File: src/rtl/txf_pkg.sv
package txf_pkg;
  localparam int BYTE_W = 8;
  localparam int LANES  = 4;
  localparam int DATA_W = BYTE_W * LANES;

  // One stored entry: bytes already in emission order, lane mask, frame end
  typedef struct packed {
    logic              eof;
    logic [LANES-1:0]  mask;
    logic [DATA_W-1:0] data;
  } txf_word_t;

  localparam int WORD_W = $bits(txf_word_t);
endpackage

File: src/rtl/txf_lane_order.sv
module txf_lane_order
  import txf_pkg::*;
(
  input  logic [DATA_W-1:0] data_i,
  input  logic [LANES-1:0]  be_i,
  input  logic              eof_i,
  input  logic              big_i,
  output txf_word_t         word_o
);
  // Slot k of the stored word is the k-th byte to leave
  for (genvar k = 0; k < LANES; k++) begin : g_slot
    localparam int SRC_BIG = LANES - 1 - k;
    assign word_o.data[k*BYTE_W +: BYTE_W] = big_i ? data_i[SRC_BIG*BYTE_W +: BYTE_W]
                                                   : data_i[k*BYTE_W +: BYTE_W];
    assign word_o.mask[k] = big_i ? be_i[SRC_BIG] : be_i[k];
  end
  assign word_o.eof = eof_i;
endmodule

File: src/rtl/txf_word_mem.sv
module txf_word_mem #(
  parameter int WORDS = 32,
  parameter int W     = 37,
  localparam int AW   = $clog2(WORDS)
) (
  input  logic          clk,
  input  logic          we,
  input  logic [AW-1:0] waddr,
  input  logic [W-1:0]  wdata,
  input  logic          re,
  input  logic [AW-1:0] raddr,
  output logic [W-1:0]  rdata
);
  logic [W-1:0] mem [WORDS];

  always_ff @(posedge clk) begin
    if (we) mem[waddr] <= wdata;
    if (re) rdata <= mem[raddr];
  end
endmodule

File: src/rtl/txf_byte_drain.sv
module txf_byte_drain
  import txf_pkg::*;
(
  input  logic              clk,
  input  logic              rst,
  input  logic              avail_i,
  input  logic [WORD_W-1:0] q_i,
  input  logic              pop_i,
  output logic              load_o,
  output logic              fin_o,
  output logic [BYTE_W-1:0] out_byte,
  output logic              out_valid,
  output logic              out_last
);
  localparam int LB = (LANES > 1) ? $clog2(LANES) : 1;

  txf_word_t        qw;
  logic             loaded;
  logic [LANES-1:0] popped;
  logic [LANES-1:0] eff;
  logic [LANES-1:0] sel_bit;
  logic [LB-1:0]    idx;
  logic             single;
  logic             pop_ok;

  assign qw  = q_i;
  assign eff = qw.mask & ~popped & {LANES{loaded}};

  always_comb begin
    idx = '0;
    for (int i = LANES - 1; i >= 0; i--) begin
      if (eff[i]) idx = LB'(i);
    end
  end

  assign sel_bit   = LANES'(1) << idx;
  assign single    = (eff != '0) && ((eff & (eff - LANES'(1))) == '0);
  assign out_valid = (eff != '0);
  assign out_byte  = qw.data[idx*BYTE_W +: BYTE_W];
  assign out_last  = qw.eof && single;
  assign pop_ok    = pop_i && out_valid;
  assign fin_o     = pop_ok && single;
  assign load_o    = avail_i && (!out_valid || fin_o);

  always_ff @(posedge clk) begin
    if (rst) begin
      loaded <= 1'b0;
      popped <= '0;
    end else if (load_o) begin
      loaded <= 1'b1;
      popped <= '0;
    end else begin
      if (fin_o) loaded <= 1'b0;
      if (pop_ok) popped <= popped | sel_bit;
    end
  end

  // an unpopped byte stays put
  assert_hold_byte_R9: assert property (@(posedge clk) disable iff (rst)
    (out_valid && !pop_i) |=> (out_valid && $stable(out_byte)));

  // a frame end is flagged once per stored word
  assert_last_once_R5: assert property (@(posedge clk) disable iff (rst)
    (out_last && pop_i && !load_o) |=> !out_last);
endmodule

File: src/rtl/tx_fifo_wr.sv
module tx_fifo_wr
  import txf_pkg::*;
#(
  parameter int WORDS = 32,
  localparam int AW   = $clog2(WORDS),
  localparam int CW   = $clog2(WORDS + 1)
) (
  input  logic              clk,
  input  logic              rst,
  input  logic              wr_cs_n,
  input  logic              wr_en_n,
  input  logic [DATA_W-1:0] wr_data,
  input  logic [LANES-1:0]  wr_be,
  input  logic              wr_eof,
  input  logic              big_endian,
  input  logic [CW-1:0]     space_thresh,
  output logic              space_ready,
  output logic              overflow,
  output logic [BYTE_W-1:0] out_byte,
  output logic              out_valid,
  output logic              out_last,
  input  logic              out_pop
);
  txf_word_t         ord;
  logic              wr_hit;
  logic              full;
  logic              push;
  logic              load;
  logic              fin;
  logic [AW:0]       wr_ptr;
  logic [AW:0]       rd_ptr;
  logic [CW-1:0]     occ;
  logic [CW-1:0]     occ_next;
  logic [WORD_W-1:0] q;

  txf_lane_order u_order (
    .data_i (wr_data),
    .be_i   (wr_be),
    .eof_i  (wr_eof),
    .big_i  (big_endian),
    .word_o (ord)
  );

  assign wr_hit = !wr_cs_n && !wr_en_n;
  assign full   = (occ == CW'(WORDS));
  assign push   = wr_hit && !full && (ord.mask != '0);

  txf_word_mem #(.WORDS(WORDS), .W(WORD_W)) u_mem (
    .clk   (clk),
    .we    (push),
    .waddr (wr_ptr[AW-1:0]),
    .wdata (ord),
    .re    (load),
    .raddr (rd_ptr[AW-1:0]),
    .rdata (q)
  );

  txf_byte_drain u_drain (
    .clk       (clk),
    .rst       (rst),
    .avail_i   (wr_ptr != rd_ptr),
    .q_i       (q),
    .pop_i     (out_pop),
    .load_o    (load),
    .fin_o     (fin),
    .out_byte  (out_byte),
    .out_valid (out_valid),
    .out_last  (out_last)
  );

  always_comb begin
    occ_next = occ;
    if (push && !fin) occ_next = occ + CW'(1);
    else if (!push && fin) occ_next = occ - CW'(1);
  end

  always_ff @(posedge clk) begin
    if (rst) begin
      wr_ptr      <= '0;
      rd_ptr      <= '0;
      occ         <= '0;
      space_ready <= 1'b0;
      overflow    <= 1'b0;
    end else begin
      if (push) wr_ptr <= wr_ptr + (AW+1)'(1);
      if (load) rd_ptr <= rd_ptr + (AW+1)'(1);
      occ         <= occ_next;
      space_ready <= ((CW'(WORDS) - occ_next) >= space_thresh);
      if (wr_hit && full) overflow <= 1'b1;
    end
  end

  // a write into a full FIFO adds no occupancy
  assert_no_overflow_R6: assert property (@(posedge clk) disable iff (rst)
    (wr_hit && full) |=> (occ <= $past(occ)));

  // stored words never exceed the counted occupancy
  assert_mem_count_R6: assert property (@(posedge clk) disable iff (rst)
    ((wr_ptr - rd_ptr) <= (AW+1)'(occ)) && (occ <= CW'(WORDS)));

  // overflow flag is sticky
  assert_overflow_sticky_R7: assert property (@(posedge clk) disable iff (rst)
    overflow |=> overflow);

  // ready reflects free space against the sampled threshold
  assert_ready_level_R8: assert property (@(posedge clk) disable iff (rst)
    !$past(rst) |-> (space_ready == ((CW'(WORDS) - occ) >= $past(space_thresh))));
endmodule

File: config.mk
export PLATFORM = sky130hd
export DESIGN_NAME = tx_fifo_wr
export DESIGN_NICKNAME = d
export VERILOG_FILES = /design/src/rtl/txf_pkg.sv /design/src/rtl/txf_lane_order.sv /design/src/rtl/txf_word_mem.sv /design/src/rtl/txf_byte_drain.sv /design/src/rtl/tx_fifo_wr.sv
export SDC_FILE = /design/constraint.sdc
export NUM_CORES = 1
export LEC_CHECK = 0
export BUFFER_PORTS_ARGS = -buffer_cell sky130_fd_sc_hd__buf_2
export CORE_UTILIZATION = 47
export CTS_CLUSTER_SIZE = 40
export DETAILED_ROUTE_END_ITERATION = 12
export PLACE_DENSITY_LB_ADDON = 0.08
export SYNTH_ARGS = -nofsm -noshare
export SYNTH_HDL_FRONTEND = slang
export SYNTH_SLANG_ARGS = --single-unit
File: constraint.sdc
create_clock -name clk -period 5 [get_ports clk]
set_input_delay 0.75 -clock clk [delete_from_list [all_inputs] [get_ports clk]]
set_output_delay 0.75 -clock clk [all_outputs]
set_load 0.005 [all_outputs]
==> metrics.yaml <==
synth:
  ys_seq_area_share_pct: 76.9
  ys_warn_count: 0
  synth-edff-count: 1221
  yosysMostFrequentCell: "edfxtp_1"
  syn_area_um2: 48300
  syn_nets: 2095
  syn_inst: 2031
  synthArstFlopShare_pct: 0
  yosys-top-cells-count: "edfxtp_1 (1221), mux4_2 (370), mux2_2 (73), nor2_1 (66), clkbuf_1 (51)"
  postSynthAreaPerCell_um2: 23.8
  synth_area_leader_cell: "edfxtp_1"
  synth_ff_type: "edfxtp_1"
  synth_area_leaders: "edfxtp_1 (76%), mux4_2 (17%), mux2_2 (1.7%), dfxtp_1 (1.0%), nor2_1 (0.51%)"
  synth_top_area_share_pct: 75.9
  ys_ff_latch: 1246
  ys_types: 56
die:
  dieArea_um2: 104000
  rows: 117
  die_w_um: 323
  io_pins: 61
  core_area_um2: 102000
  die_h_um: 323
  start_util_pct: 47.4
grt:
  antenna_found_initial: 4
  grt_pass1_vias: 22600
  grt-ovfl-total: 0
  grt_pass1_wl_um: 167000
  grt_max_degree: 60
  track_usage_pct: 23.1
power:
  switchingPower_uw: 6200
  ir_drop_v: 0.000257
  p_per_area_nw_per_um2: 457
  p_comb_share_pct: 16.2
  swShare_pct: 24.8
  clkPwrFrac_pct: 35.6
  internal-power_uw: 18800
  sequentialPowerShare_pct: 48.3
  p_leak_uw: 0.0165
setup_path:
  path_cells: "nor2b_1, nand2_1, a21oi_2, mux2i_1, o21ai_0, buf_2"
  critPathLaunchType: "flop"
  crit_fanout: 8
  regToRegStartpoint: "occ[0]$_SDFF_PP0_"
  reg2reg_depth: 15
  criticalPathCategory: "reg -> out"
  cpPeakStageDelay_ps: 560
  crit_required_ps: 4250
  critPathCaptureType: "output port"
  worstReg2RegEnd: "space_ready$_SDFF_PP0_"
  crit_arrival_ps: 2840
  ff2ff_setup_slack_ps: 1500
  cpMaxStageDelayCell: "a21oi_2"
timing:
  finalSetupViolations: 0
  maxSlewViolCount: 0
  post-route-min-period_ps: 3590
  slew_headroom_pct: 31.5
  timing.final.crit_share_pct: 71.8
  final_hold_viol_count: 0
  worstMarginPinSlew_ps: 1030
  rsz0062_at_grt: "false"
  fin_hold_ws_ps: 377
  fmax_mhz: 278
  skew_ps: 20.8
  layout_setup_ws_ps: 1410
  tns_ps: 0
clock_tree:
  holdBufCountCts: 0
  cts_setup_buffers: 0
  clock_sinks: 1246
  cts_tree: "built"
  postCtsResizedCells: 0
  clockBufferDepth: 3
  clockRootBuffer: "clkbuf_16"
  clkTransAtPathRegs_ps: 60
  cts_buffers: 132
  htreeDepth: 4
  clkLatencyLatePin_ps: 720
route:
  drt_wl_total_um: 117000
  wl_per_cell_um: 32.1
  via_per_inst: 6.03
  drt-pass1-iter-count: 7
  vias: 22000
  drc: 0
  antenna_left: 0
  drt_iter0_markers: 2345
placement:
  port_buffers: 60
  dpl_worst_slack_ps: 1160
  place_hpwl_um: 66800
  place.gp.congestion: 0.835
  dp.cells: 3421
finish:
  nets: 2251
  layout-drive-gt1-share_pct: 34.1
  finalNonFillerCells: 3646
  final_util_pct: 53.8
  area_growth_pct: 13.5
hold_path:
  hp-start: "out_pop"
  hold_end: "u_drain.popped[2]$_SDFFE_PP0P_"
  min_path_type: "in -> reg"
  holdPathStages: 3
run_status:
  status: "finished, final reports clean"
job:
  maxCapViolations: 0
## critical path: cells and delay by family, from the launching register on
kind	cells	cell delay (ps)
flip-flops	1	340
multiplexers	1	150
AND/OR/NAND/NOR	2	430
buffers and inverters	1	210
AO/OA/AOI/OAI	2	990
## layer usage
layer  routed length, µm  global-route usage (%)  vias to the layer above  part of all wire, %
met5                   0                       0                        -                    0
met4                2790                    6.88                        0                  2.4
met3                6910                    4.14                      150                  5.9
met2               55500                    35.4                      757                   47
met1               51900                    34.1                    12100                   44
li1                    -                       -                     9001                    -
## how the worst max path moves through the flow
stage	start	end	slack, ps	depth (start not counted)
floorplan	wr_cs_n	u_mem.mem[15][0]$_DFFE_PP_	1010	6
global placement	wr_cs_n	space_ready$_SDFF_PP0_	1110	16
detailed placement	wr_cs_n	space_ready$_SDFF_PP0_	1160	16
CTS	u_drain.popped[2]$_SDFFE_PP0P_	out_byte[1]	1410	6
global route	occ[0]$_SDFF_PP0_	space_ready$_SDFF_PP0_	1140	15
finish	u_mem.rdata[35]$_DFFE_PP_	out_byte[2]	1410	6
## area by class of cell
type	instances	area, µm²
diodes	1	2.50
clock buffers	168	3550
clock inverters	56	315
fillers	7715	47000
inverters	9	33.8
multi-input cells	673	10900
flip-flops and latches	1246	37200
well taps	1368	1710
repair buffers	125	1130
## flip-flops by register name, indices dropped and copies added (netlist names)
| signal | cells |
|---|---|
| u_drain.loaded | 1 |
| u_drain.popped | 4 |
| rd_ptr | 6 |
| wr_ptr | 6 |
| u_mem.rdata | 37 |
| space_ready | 1 |
| occ | 6 |
| overflow | 1 |
| u_mem.mem | 1184 |
## through the flow
step	area, µm²	total power (µW)
global placement	51000	16400
CTS	54800	25300
detailed placement	51000	16400
global route	54800	25900
finish	54800	25000
floorplan	48300	15000
## cells in the final DEF, fill, tap and decap left out, types with 2 or more instances in the layout
cell	Yosys	final
buf_4	10	38
nor2_4	0	32
nand2b_1	7	7
nand2_1	19	19
a22oi_1	8	8
and3_1	5	5
xnor2_1	8	8
or3_1	2	2
buf_2	8	60
inv_1	9	9
dfxtp_4	0	4
clkinv_1	0	33
mux2i_1	10	10
buf_12	0	27
a41oi_1	2	2
xor2_1	15	15
nor2b_1	3	3
inv_6	0	5
mux4_2	370	370
ha_1	15	15
clkbuf_16	0	137
clkbuf_1	51	30
nand3_1	7	7
a31oi_4	1	2
nor2_1	66	34
bufinv_16	0	2
clkinvlp_4	0	3
clkinv_2	0	13
o21ai_0	10	10
a31oi_1	3	3
mux2_2	73	73
edfxtp_1	1221	1221
a21o_1	4	4
nand3b_1	2	2
dfxtp_1	25	20
nand4_1	5	5
a21oi_1	12	12
## power groups by stage
stage          logic (µW)  registers, µW  clock network (µW)
2_1_floorplan        2890          12100                   0
3_3_place_gp         4090          12300                   0
3_5_place_dp         4110          12300                   0
4_1_cts              4130          12100                9110
5_1_grt              4320          12100                9470
6_report             4050          12100                8910
## cells by family after synthesis
group	Yosys count	share of synthesized area, %
AOI/OAI and AO/OA	54	0.883
muxes	453	19.2
buffers and inverters	112	1.01
and+or+nand+nor	127	1.22
xor gates and xnor gates	23	0.417
DFF	1246	76.9
adders and majority gates	16	0.409
(Power assumes the default switching activity.)
